**config.mk**
```make
export PLATFORM = sky130hd
export DESIGN_NAME = sirq_agent
export DESIGN_NICKNAME = d
export VERILOG_FILES = /design/src/rtl/sirq_pkg.sv /design/src/rtl/sirq_frame_timer.sv /design/src/rtl/sirq_irq_tracker.sv /design/src/rtl/sirq_drive.sv /design/src/rtl/sirq_agent.sv
export SDC_FILE = /design/constraint.sdc
export NUM_CORES = 1
export LEC_CHECK = 0
export BUFFER_PORTS_ARGS = -buffer_cell sky130_fd_sc_hd__buf_4
export CAP_MARGIN = 20
export CORE_MARGIN = 2
export CORE_UTILIZATION = 60
export CTS_BUF_LIST = sky130_fd_sc_hd__clkbuf_8
export CTS_CLUSTER_DIAMETER = 30
export DETAILED_ROUTE_END_ITERATION = 10
export PLACE_DENSITY = 0.78
export REMOVE_ABC_BUFFERS = 1
export SYNTH_ARGS = -nofsm -noshare
export SYNTH_HDL_FRONTEND = slang
export SYNTH_SLANG_ARGS = --single-unit
```
**constraint.sdc**
```tcl
create_clock -name clk -period 4.8 [get_ports clk]
set_clock_uncertainty 0.15 [all_clocks]
set_input_delay 0.72 -clock clk [delete_from_list [all_inputs] [get_ports clk]]
set_output_delay 0.72 -clock clk [all_outputs]
set_load 0.01 [all_outputs]
```
**src/rtl/sirq_pkg.sv**
```systemverilog
package sirq_pkg;

  typedef enum logic [2:0] {
    ST_IDLE  = 3'd0,
    ST_START = 3'd1,
    ST_DATA  = 3'd2,
    ST_STOPW = 3'd3,
    ST_STOP  = 3'd4
  } sirq_st_e;

endpackage

```
**src/rtl/sirq_frame_timer.sv**
```systemverilog
module sirq_frame_timer
  import sirq_pkg::*;
#(
  parameter int N_IRQ    = 4,
  parameter int N_FRAMES = 6,
  parameter int CONT_MIN = 3
) (
  input  logic             clk,
  input  logic             rst_n,
  input  logic             bus_in,
  output sirq_st_e         st_o,
  output logic             idle_o,
  output logic             in_data_o,
  output logic             mode_quiet_o,
  output logic [N_IRQ-1:0] samp_hit_o,
  output logic [N_IRQ-1:0] rec_hit_o
);

  localparam int LASTK = 3 * N_FRAMES + 1;
  localparam int CW    = $clog2(LASTK + 1);
  localparam int LW    = $clog2(CONT_MIN + 1);

  sirq_st_e       st;
  logic [CW-1:0]  cnt;
  logic [LW-1:0]  low_cnt;
  logic           mode_quiet;

  always_ff @(posedge clk) begin
    if (!rst_n) begin
      st         <= ST_IDLE;
      cnt        <= '0;
      low_cnt    <= '0;
      mode_quiet <= 1'b0;
    end else begin
      case (st)
        ST_IDLE:  if (!bus_in) st <= ST_START;
        ST_START: if (bus_in) begin
                    st  <= ST_DATA;
                    cnt <= CW'(1);
                  end
        ST_DATA:  begin
                    cnt <= cnt + CW'(1);
                    if (cnt == CW'(LASTK)) st <= ST_STOPW;
                  end
        ST_STOPW: if (!bus_in) begin
                    st      <= ST_STOP;
                    low_cnt <= LW'(1);
                  end
        ST_STOP:  begin
                    if (!bus_in) begin
                      if (low_cnt != LW'(CONT_MIN)) low_cnt <= low_cnt + LW'(1);
                    end else begin
                      mode_quiet <= (low_cnt < LW'(CONT_MIN));
                      st         <= ST_IDLE;
                    end
                  end
        default:  st <= ST_IDLE;
      endcase
    end
  end

  for (genvar i = 0; i < N_IRQ; i++) begin : g_slot
    assign samp_hit_o[i] = (st == ST_DATA) && (cnt == CW'(3 * i + 2));
    assign rec_hit_o[i]  = (st == ST_DATA) && (cnt == CW'(3 * i + 3));
  end

  assign st_o         = st;
  assign idle_o       = (st == ST_IDLE);
  assign in_data_o    = (st == ST_DATA);
  assign mode_quiet_o = mode_quiet;


  data_window_chk: assert property (@(posedge clk) disable iff (!rst_n)
    (st == ST_DATA) |-> (cnt >= CW'(1) && cnt <= CW'(LASTK)));


  stop_done_chk: assert property (@(posedge clk) disable iff (!rst_n)
    (st == ST_STOP && bus_in) |=> (st == ST_IDLE));

endmodule

```
**src/rtl/sirq_irq_tracker.sv**
```systemverilog
module sirq_irq_tracker #(
  parameter int N_IRQ = 4
) (
  input  logic             clk,
  input  logic             rst_n,
  input  logic [N_IRQ-1:0] irq_in,
  input  logic [N_IRQ-1:0] samp_hit,
  input  logic             idle,
  input  logic             mode_quiet,
  input  logic             bus_in,
  output logic             start_fire
);

  logic [N_IRQ-1:0] irq_q;
  logic [N_IRQ-1:0] pending;

  always_ff @(posedge clk) begin
    if (!rst_n) begin
      irq_q   <= '1;
      pending <= '0;
    end else begin
      irq_q   <= irq_in;
      pending <= (pending | (irq_in ^ irq_q)) & ~samp_hit;
    end
  end

  assign start_fire = idle && mode_quiet && bus_in && (|pending);


  delivered_clear_chk: assert property (@(posedge clk) disable iff (!rst_n)
    (|samp_hit) |=> ((pending & $past(samp_hit)) == '0));

endmodule

```
**src/rtl/sirq_drive.sv**
```systemverilog
module sirq_drive #(
  parameter int N_IRQ = 4
) (
  input  logic             clk,
  input  logic             rst_n,
  input  logic             start_fire,
  input  logic             in_data,
  input  logic [N_IRQ-1:0] samp_hit,
  input  logic [N_IRQ-1:0] rec_hit,
  input  logic [N_IRQ-1:0] irq_in,
  output logic             drv_en,
  output logic             drv_val
);

  logic drove;

  always_ff @(posedge clk) begin
    if (!rst_n) begin
      drv_en  <= 1'b0;
      drv_val <= 1'b1;
      drove   <= 1'b0;
    end else begin
      drv_en  <= 1'b0;
      drv_val <= 1'b1;
      drove   <= 1'b0;
      if (start_fire) begin
        drv_en  <= 1'b1;
        drv_val <= 1'b0;
      end else if (in_data) begin
        if (|(samp_hit & ~irq_in)) begin
          drv_en  <= 1'b1;
          drv_val <= 1'b0;
          drove   <= 1'b1;
        end else if ((|rec_hit) && drove) begin
          drv_en  <= 1'b1;
          drv_val <= 1'b1;
        end
      end
    end
  end


  start_one_clk_chk: assert property (@(posedge clk) disable iff (!rst_n)
    start_fire |=> (drv_en && !drv_val) ##1 !drv_en);


  turnaround_rel_chk: assert property (@(posedge clk) disable iff (!rst_n)
    (drv_en && drv_val) |=> !drv_en);

endmodule

```
**src/rtl/sirq_agent.sv**
```systemverilog
module sirq_agent
  import sirq_pkg::*;
#(
  parameter int N_IRQ    = 4,
  parameter int N_FRAMES = 6,
  parameter int CONT_MIN = 3
) (
  input  logic             clk,
  input  logic             rst_n,
  input  logic             bus_in,
  input  logic [N_IRQ-1:0] irq_in,
  output logic             drv_en,
  output logic             drv_val
);

  sirq_st_e         st;
  logic             idle;
  logic             in_data;
  logic             mode_quiet;
  logic [N_IRQ-1:0] samp_hit;
  logic [N_IRQ-1:0] rec_hit;
  logic             start_fire;

  sirq_frame_timer #(
    .N_IRQ(N_IRQ), .N_FRAMES(N_FRAMES), .CONT_MIN(CONT_MIN)
  ) u_timer (
    .clk(clk), .rst_n(rst_n), .bus_in(bus_in),
    .st_o(st), .idle_o(idle), .in_data_o(in_data),
    .mode_quiet_o(mode_quiet), .samp_hit_o(samp_hit), .rec_hit_o(rec_hit)
  );

  sirq_irq_tracker #(.N_IRQ(N_IRQ)) u_track (
    .clk(clk), .rst_n(rst_n), .irq_in(irq_in), .samp_hit(samp_hit),
    .idle(idle), .mode_quiet(mode_quiet), .bus_in(bus_in),
    .start_fire(start_fire)
  );

  sirq_drive #(.N_IRQ(N_IRQ)) u_drive (
    .clk(clk), .rst_n(rst_n), .start_fire(start_fire), .in_data(in_data),
    .samp_hit(samp_hit), .rec_hit(rec_hit), .irq_in(irq_in),
    .drv_en(drv_en), .drv_val(drv_val)
  );


  cont_passive_chk: assert property (@(posedge clk) disable iff (!rst_n)
    (st == ST_IDLE && drv_en) |-> mode_quiet);


  start_when_idle_chk: assert property (@(posedge clk) disable iff (!rst_n)
    (st == ST_IDLE && drv_en && !drv_val) |-> ($past(bus_in) && $past(st) == ST_IDLE));


  recover_high_chk: assert property (@(posedge clk) disable iff (!rst_n)
    (drv_en && !drv_val && st == ST_DATA) |=> (drv_en && drv_val));

endmodule

```
# Yosys cells after proc, flatten, opt, wreduce, memory -nomap -nowiden
# Index checks and enable logic that the tools add are counted.
dict set report totals {
  regBits 22
  wordCells 84
  in_bits 7
  output_inout_bits 2
}
dict set report classes {
  n_eq_ne 21
  addsub 2
  magnitude_cmp 1
  n_mux 20
  bitwise 8
  n_reduce_logical 23
}
# cell count
set ops {}
lappend ops {{5-bit by 4-bit equality test with 1-bit output (second input constant)} 4}
lappend ops {{3-bit 2-to-1 mux} 5}
lappend ops {{3-bit one-hot mux with 5 select lines} 1}
lappend ops {{1-bit logical AND} 12}
lappend ops {{2-bit != test (second input constant)} 6}
lappend ops {{4-bit OR reduction} 3}
lappend ops {{5-bit by 2-bit equality test with 1-bit output (second input constant)} 2}
lappend ops {{5-bit by 3-bit equality test with 1-bit output (second input constant)} 2}
lappend ops {{5-bit one-hot mux with 2 select lines} 1}
lappend ops {{4-bit AND} 2}
lappend ops {{1-bit 2-to-1 mux} 8}
lappend ops {{4-bit NOT} 2}
lappend ops {{3-bit by 2-bit equality test with 1-bit output (second input constant)} 2}
lappend ops {{2-bit 2-to-1 mux} 3}
lappend ops {{5-bit by 1-bit adder with 5-bit output (second input constant)} 1}
lappend ops {{5-bit equality test (second input constant)} 1}
lappend ops {{5-bit 2-to-1 mux} 1}
lappend ops {{5-bit AND reduction} 1}
lappend ops {{2-bit by 1-bit != test with 1-bit output (second input constant)} 2}
lappend ops {{4-bit bitwise OR} 1}
lappend ops {{2-bit one-hot mux with 2 select lines} 1}
lappend ops {{2-bit AND reduction} 2}
lappend ops {{4-bit AND reduction} 1}
lappend ops {{2-bit nonzero test} 2}
lappend ops {{other kinds (8)} 9}

# Depth between registers and ports, before layout
# Gate-level depths: netlist of the first run.
dict set report logic_depth {
  ltp_word 8
  depth_mapped 6
  mapped_depth_nobuf 6
}

# Cells and area by module
# A second synthesis of the first run with hierarchy kept.
dict set report unflattened {
  cells_unflattened 124
  area_unflattened_um2 1162.4
}
# mod cells_each seq_area_each_um2 area_each_um2 n_inst
set by_module_without_submodules {}
lappend by_module_without_submodules {sirq_frame_timer 82 220.2 740.7 1}
lappend by_module_without_submodules {sirq_irq_tracker 27 160.2 290.3 1}
lappend by_module_without_submodules {sirq_drive 15 60.1 131.4 1}

# Least setup slack after synthesis of the first run
# OpenSTA, ideal clock, no wires.
dict set report synth_timing {
  path_kind {input port to flip-flop}
  start {in bus_in}
  end {reg u_timer.cnt[2]}
  t_arrival_ns 1.492
  required_ns 4.530
  stages 5
  setup_slack_ns 3.038
  n_path_buf 1
  setup_ns 0.120
  cell_sequence {buf_2 -> nand3b_1 -> a21oi_1 -> o211ai_1 -> nor3b_1}
}
dict set report synth_between {
  elab_chain_cells 2
}
# item line_no
set synth_rtl {}
lappend synth_rtl {{from (decl)} sirq_agent.sv:10} ;# input logic bus_in,
lappend synth_rtl {{2-bit != test (no line)} --}
lappend synth_rtl {{2-bit AND reduction (no line)} --}
lappend synth_rtl {{to (signal assigned)} sirq_frame_timer.sv:42} ;# cnt <= cnt + CW'(1);
lappend synth_rtl {{to (decl)} sirq_frame_timer.sv:24} ;# logic [CW-1:0] cnt;
# Every way passes these cells.
# A chain may end at the register's enable or synchronous reset.

# Worst setup path in the final report of the first run
dict set report layout_timing {
  start {reg u_timer.cnt[0]}
  end {reg u_drive.drv_en}
}
dict set report layout_between {
  elab_chain_cells 8
  elab_cells_between_ends 24
  classes_between {eq/ne (8); mux (4); bitwise (1); reduce/logical (11)}
}
# item line_no
set layout_rtl {}
lappend layout_rtl {{5-bit by 2-bit equality test with 1-bit output (tied with other cells)} sirq_frame_timer.sv:64} ;# assign rec_hit_o[i] = (st == ST_DATA) && (cnt == CW'(3 * i + 3));
lappend layout_rtl {{1-bit logical AND} sirq_frame_timer.sv:64}
lappend layout_rtl {{4-bit OR reduction} sirq_drive.sv:34} ;# end else if ((|rec_hit) && drove) begin
lappend layout_rtl {{1-bit logical AND} sirq_drive.sv:34}
lappend layout_rtl {{1-bit 2-to-1 mux} sirq_drive.sv:34}
lappend layout_rtl {{1-bit 2-to-1 mux (*)} sirq_drive.sv:30} ;# if (|(samp_hit & ~irq_in)) begin
lappend layout_rtl {{1-bit 2-to-1 mux (*)} sirq_drive.sv:29} ;# end else if (in_data) begin
lappend layout_rtl {{1-bit 2-to-1 mux (*)} sirq_drive.sv:26} ;# if (start_fire) begin
lappend layout_rtl {{to (signal assigned)} sirq_drive.sv:27} ;# drv_en <= 1'b1;
lappend layout_rtl {{to (signal assigned)} sirq_drive.sv:31} ;# drv_en <= 1'b1;
lappend layout_rtl {{to (signal assigned)} sirq_drive.sv:35} ;# drv_en <= 1'b1;
lappend layout_rtl {{to (decl)} sirq_drive.sv:11} ;# output logic drv_en,
# Mark *: on every way between the ends. The rest lies on a longest branch, timed or not.

==> flow_metrics.tcl, run 1 <==
set metrics [dict create \
    h-tree-depth 1 \
    die_h_um 45.5 \
    root_buffer "clkbuf_8" \
    synthCells 115 \
    nets 136 \
    insertedDiodeCount 0 \
    slowest_stage "dfxtp_1" \
    endpoint_kind "flip-flop" \
    syn_area_per_cell_um2 8.97 \
    dpl-instance-area_mm2 0.00109 \
    rows 14 \
    rsz0062_at_grt "no" \
    place_ws_ps 2970 \
    synth_edf_count 0 \
    core_mm2 0.00156 \
    wl_per_cell_um 14.7 \
    drc 0 \
    critical_path.max_stage_delay_ps 440 \
    r2r-end "u_drive.drv_en" \
    ant_nets 0 \
    yosysSeqAreaShare 0.427 \
    fin_area_mm2 0.00115 \
    p_seq_frac 0.551 \
    fin_total_pwr_mw 0.355 \
    clock_latency_ps 250 \
    hp-start "u_timer.low_cnt[1]" \
    crit_start "u_timer.cnt[0]" \
    reg2reg_depth 6 \
    crit_chain "inv_1 -> ha_1 -> nand2b_1 -> a21oi_1 -> o311a_2 -> nand3b_1" \
    layout_common_cells "dfxtp_1, nor2_1, a21oi_1" \
    syn_area_mm2 0.00103 \
    finalSetupViolations 0 \
    required_ps 4800 \
    p_sw_frac 0.223 \
    slew_headroom 0.759 \
    start_util 0.661 \
    cts_tree "yes" \
    place.detailed.hpwl_mm 1.41 \
    clkTransAtPathRegs_ps 80 \
    drt-pass1-iter-count 4 \
    wirelength_mm 2.04 \
    p_int_mw 0.276 \
    synth_async_sr_flop_share 0 \
    clk_path_buf_depth 2 \
    final_core_util 0.737 \
    final_common_cell "dfxtp_1" \
    hold_path_class "flip-flop to flip-flop" \
    gp_congestion 0.831 \
    grt_pass1_vias 821 \
    vdd_drop_max_mv 0.181 \
    cap_violations 0 \
    pwr-share-clk 0.365 \
    n_fill_cell 118 \
    hold_buffers 0 \
    ys_warn_count 0 \
    r2r_start "u_timer.cnt[0]" \
    p_comb_frac 0.084 \
    p_switching_mw 0.0791 \
    vias 847 \
    antenna_found_initial 0 \
    vias_per_cell 6.09 \
    numCtsBuffers 3 \
    layout-drive-gt1-share 0.146 \
    p_leak_nw 0.441 \
    grt-ovfl-total 0 \
    worst-slew-pin-transition_ps 361 \
    cts_num_sinks 22 \
    die-area_mm2 0.00207 \
    finalCriticalPeriod_ps 1770 \
    timing.fmax_mhz 566 \
    num_io_pins 9 \
    report.final.slew_viol_count 0 \
    cp_max_fo 6 \
    syn_to_final_growth_pct 11.4 \
    synth_cell_types 33 \
    ys.flop_type "dfxtp_1" \
    post_cts_buffers 0 \
    grt_pass1_wl_mm 3.64 \
    grt_usage 0.241 \
    die_x_um 45.5 \
    cts_resized 0 \
    ys_seq_elements 22 \
    final-hold-violation-count 0 \
    r2r_slack_ps 3030 \
    setup_ws_ps 3030 \
    io_buffer_count 8 \
    crit_type "flip-flop to flip-flop" \
    crit_path_end "u_drive.drv_en" \
    hold_depth 2 \
    post-route-period-util 0.368 \
    p_per_area_mw_per_mm2 309 \
    cp-start-kind "flip-flop" \
    status "completed" \
    drtIter0Drc 18 \
    grt_max_degree 17 \
    finalSetupTns_ps 0 \
    crit_arrival_ps 1760 \
]
-- flip-flops by register name, summed over array words and instances (netlist names) --
signal,flops
u_track.irq_q,4
u_timer.cnt,5
u_timer.st_o,3
u_drive.drv_val,1
u_drive.drove,1
u_timer.mode_quiet_o,1
u_timer.low_cnt,2
u_track.pending,4
u_drive.drv_en,1
-- per-layer routing --
metal | global-route usage | part of all wire
met1 | 0.326 | 0.46
met2 | 0.372 | 0.47
met3 | 0.0516 | 0.061
met4 | 0.100 | 0.0088
met5 | 0 | 0
-- worst min-delay path by stage --
| stage | endpoint | slack (ps) |
|---|---|---|
| after global routing | u_timer.low_cnt[1] | 380 |
| after CTS | u_timer.low_cnt[1] | 340 |
| after floorplan | u_timer.low_cnt[1] | 290 |
| after detailed placement | u_timer.low_cnt[1] | 330 |
| after global placement | u_timer.low_cnt[1] | 300 |
| final | u_timer.low_cnt[1] | 340 |
-- power groups by stage --
stage                     logic, mW  clock network, mW  registers, mW
after global routing         0.0337              0.141          0.197
after detailed placement     0.0291                  0          0.200
after floorplan              0.0181                  0          0.198
after CTS                    0.0297              0.132          0.195
after global placement       0.0285                  0          0.199
final                        0.0298              0.129          0.195
-- layout make-up --
class | instances | area [um^2] | share of cell area
tap | 16 | 20.0 | 0.0174
sequential | 22 | 440 | 0.383
clock buffer | 4 | 55.1 | 0.0479
inverter | 3 | 11.3 | 0.00980
multi-input combinational | 86 | 562 | 0.489
timing repair buffer | 8 | 60.1 | 0.0523
-- kinds of logic (layout without fill, tap and decap cells) --
logic type	after synthesis	count (layout)	share of synthesized area
and+or+nand+nor	48	48	0.261
AOI/OAI and AO/OA	28	28	0.167
DFF	22	22	0.427
buffers and inverters	7	15	0.0279
adders and majority gates	5	5	0.0607
xor gates and xnor gates	4	4	0.0340
muxes	1	1	0.0218
-- cell usage after synthesis, drive strengths merged (2+ instances only) --
cell | instances | area share
o21ai | 7 | 0.034
ha | 5 | 0.061
a21oi | 11 | 0.057
nand2b | 9 | 0.055
dfxtp | 22 | 0.43
buf | 2 | 0.0097
nor3 | 4 | 0.024
nand3 | 2 | 0.0097
xor2 | 4 | 0.034
nor2 | 12 | 0.051
nand2 | 9 | 0.033
a211oi | 2 | 0.015
clkbuf | 2 | 0.0073
nand3b | 3 | 0.022
inv | 3 | 0.011
a31oi | 3 | 0.018
nand4 | 2 | 0.012
-- worst max-delay path, delay by kind of cell (launching register included) --
| family | cells | cell delay, ps |
|---|---|---|
| AO/OA/AOI/OAI | 2 | 500 |
| buffers and inverters | 1 | 100 |
| flip-flops | 1 | 440 |
| adder cells (fa/ha/maj) | 1 | 240 |
| AND/OR/NAND/NOR | 2 | 230 |
-- stage by stage --
stage	cells	hold slack (ps)
after floorplan	111	290
after global placement	135	300
after detailed placement	135	329
after CTS	139	344
after global routing	139	385
final	139	342
Power figures use the tool's default switching activity.
==> run 2: changes to the inputs <==
--- a/config.mk
+++ b/config.mk
@@ -5,14 +5,16 @@
 export SDC_FILE = /design/constraint.sdc
 export NUM_CORES = 1
 export LEC_CHECK = 0
+export ABC_AREA = 1
 export BUFFER_PORTS_ARGS = -buffer_cell sky130_fd_sc_hd__buf_4
 export CAP_MARGIN = 20
+export CORE_ASPECT_RATIO = 0.7
 export CORE_MARGIN = 2
-export CORE_UTILIZATION = 60
+export CORE_UTILIZATION = 55
 export CTS_BUF_LIST = sky130_fd_sc_hd__clkbuf_8
 export CTS_CLUSTER_DIAMETER = 30
 export DETAILED_ROUTE_END_ITERATION = 10
-export PLACE_DENSITY = 0.78
+export PLACE_DENSITY = 0.75
 export REMOVE_ABC_BUFFERS = 1
 export SYNTH_ARGS = -nofsm -noshare
 export SYNTH_HDL_FRONTEND = slang
==> constraint.sdc (replaced) <==
create_clock -name clk -period 1.4 [get_ports clk]
set_clock_uncertainty 0.15 [all_clocks]
set_input_delay 0.21 -clock clk [delete_from_list [all_inputs] [get_ports clk]]
set_output_delay 0.21 -clock clk [all_outputs]
set_load 0.01 [all_outputs]
==> flow_metrics.tcl, run 2 <==
set metrics [dict create \
    finalSetupViolations 5 \
    yosysSeqAreaShare 0.382 \
    cap_violations 0 \
    p_comb_frac 0.453 \
    vias 1194 \
    cp-start-kind "flip-flop" \
    drc 0 \
    die_h_um 42.3 \
    antenna_found_initial 0 \
    pwr-share-clk 0.179 \
    final_common_cell "buf_4" \
    endpoint_kind "flip-flop" \
    grt_use_met3 0.0648 \
    timing.fmax_mhz 699 \
    grt_pass1_vias 928 \
    netlist_top_cells_count "nand2_1, dfxtp_1, nand3_1" \
    ys_warn_count 0 \
    io_buffer_count 8 \
    fin_area_mm2 0.00165 \
    setup_ws_ps -31.1 \
    crit_chain "nor2_4 -> nand2_4 -> inv_4 -> buf_4 -> nand3_2 -> a21oi_1" \
    status "finished with violations" \
    largest_registers "u_timer.cnt (5), u_track.irq_q (4), u_track.pending (4)" \
    place.detailed.hpwl_mm 1.92 \
    hold_path_class "input port to flip-flop" \
    p_int_mw 1.34 \
    ys_seq_elements 22 \
    syn_area_mm2 0.00115 \
    p_leak_nw 0.714 \
    required_ps 1430 \
    synth_edf_count 0 \
    yosys.area.top_type_share 0.382 \
    grt_pass1_wl_mm 4.24 \
    dpl-instance-area_mm2 0.00134 \
    p_switching_mw 0.881 \
    num_io_pins 9 \
    syn_to_final_growth_pct 42.8 \
    violations "setup timing" \
    layout_common_cells "buf_4, nand2_1, dfxtp_1" \
    ant_nets 0 \
    core_mm2 0.00192 \
    layout-drive-gt1-share 0.467 \
    critPathTopFamily "flip-flops" \
    grt_max_degree 12 \
    critical_path.max_stage_delay_ps 360 \
    fin_total_pwr_mw 2.22 \
    crit_buf_inv 2 \
    p_sw_frac 0.397 \
    final-hold-violation-count 0 \
    cts_num_sinks 22 \
    crit_arrival_ps 1460 \
    synthCells 156 \
    ys.flop_type "dfxtp_1" \
    r2r_slack_ps -30 \
    clock_latency_ps 270 \
    synth_cell_types 30 \
    slowest_stage "dfxtp_2" \
    rsz0062_at_grt "yes" \
    grt_usage 0.228 \
    numCtsBuffers 3 \
    finalSetupTns_ps -81.7 \
    met1_usage 0.321 \
    start_util 0.601 \
    die_x_um 58.7 \
    vdd_drop_max_mv 0.734 \
    cp_max_fo 6 \
    worst-slew-pin-transition_ps 214 \
    drtIter0Drc 89 \
    largest_reg_flops 5 \
    clkTransAtPathRegs_ps 80 \
    finalCriticalPeriod_ps 1430 \
    drt-pass1-iter-count 4 \
    grt-ovfl-total 0 \
    grt_most_used_layer "met2" \
    synth_async_sr_flop_share 0 \
    die-area_mm2 0.00249 \
    regMostFlops "u_timer.cnt" \
    h-tree-depth 1 \
    synth_most_common_cell "nand2_1" \
    insertedDiodeCount 0 \
    gp_congestion 0.865 \
    report.final.slew_viol_count 0 \
    nets 198 \
    p_per_area_mw_per_mm2 1350 \
    wl_per_cell_um 16.1 \
    wirelength_mm 3.32 \
    root_buffer "clkbuf_8" \
    cts_tree "yes" \
    rows 13 \
    synth_largest_area_cell "dfxtp_1" \
    grtUsageMet2 0.336 \
    slew_headroom 0.856 \
    vias_per_cell 5.80 \
    clk_path_buf_depth 2 \
    final_core_util 0.859 \
    crit_type "flip-flop to flip-flop" \
    post-route-period-util 1.02 \
    synthTopCellsByArea "dfxtp_1, nand2_1, nand3_1" \
    p_seq_frac 0.368 \
    syn_area_per_cell_um2 7.39 \
]
## run 2: changes by cell type after synthesis, sizes merged, moves of 2 or more
cell,change
a31oi,-3
nand4,+3
nor2,+9
nor3,-3
nand3b,-3
nand2,+21
inv,+17
o31ai,+2
a21oi,-3
nand3,+19
nand2b,-9
## run 2: power by group through the flow
| stage | Clock, mW | Sequential, mW | Combinational (mW) |
|---|---|---|---|
| after detailed placement | 0 | 0.777 | 0.730 |
| after global routing | 0.436 | 0.823 | 1.07 |
| after CTS | 0.401 | 0.772 | 0.746 |
| after floorplan | 0 | 0.787 | 0.443 |
| final | 0.398 | 0.816 | 1.00 |
| after global placement | 0 | 0.771 | 0.721 |
## run 2: path summary, 6_finish.rpt
check	startpoint	endpoint	depth (start not counted)
hold reg to reg	u_timer.low_cnt[0]	u_timer.low_cnt[0]	2
hold / removal	irq_in[2]	u_track.irq_q[2]	3
setup / recovery	u_timer.st_o[0]	u_timer.cnt[2]	6
setup reg to reg	u_timer.st_o[0]	u_timer.cnt[2]	6
## run 2: cells by family (layout without fill, tap and decap cells)
| family | count (synthesis) | after routing | share of synthesized area |
|---|---|---|---|
| fa+ha+maj | 5 | 5 | 0.0542 |
| simple gates | 79 | 79 | 0.316 |
| compound gates | 22 | 22 | 0.129 |
| buf+inv | 24 | 52 | 0.0889 |
| xor+xnor | 4 | 4 | 0.0304 |
| flops | 22 | 22 | 0.382 |
## run 2: cell type report
class,instances,area [um^2]
multi-input cells,110,806
flip-flops and latches,22,455
fillers,99,272
repair buffers,29,235
inverters,20,82.6
clock buffers,3,41.3
well taps,22,27.5
## run 2: per-layer routing
metal	vias to the layer above	wire [um]
li1	578	-
met1	544	1470
met2	62	1540
met3	10	229
met4	0	85
met5	-	0
## run 2: timing repair
item / 4_1_cts / 5_1_grt
pin swaps: 2 / 20
hold endpoints to repair: 2 / 0
resized for setup: 10 / 51
hold buffers: 2 / 0
setup buffers: 0 / 4
endpoints found under the setup margin: 6 / 12
## run 2: per-stage QoR
stage               worst slack (ps)  cells  hold WS (ps)
finish                         -31.1    206          15.9
global route                    -112    206          29.0
CTS                             3.45    202          13.3
detailed placement             -80.2    197           266
global placement               -22.3    197           260
floorplan                       20.6    152           129
## run 2: worst register-to-register path: stages, from the launching register on
cell,delay [ps]
dfxtp_2,360
nor2_4,210
nand2_4,90
inv_4,120
buf_4,150
nand3_2,60
a21oi_1,200
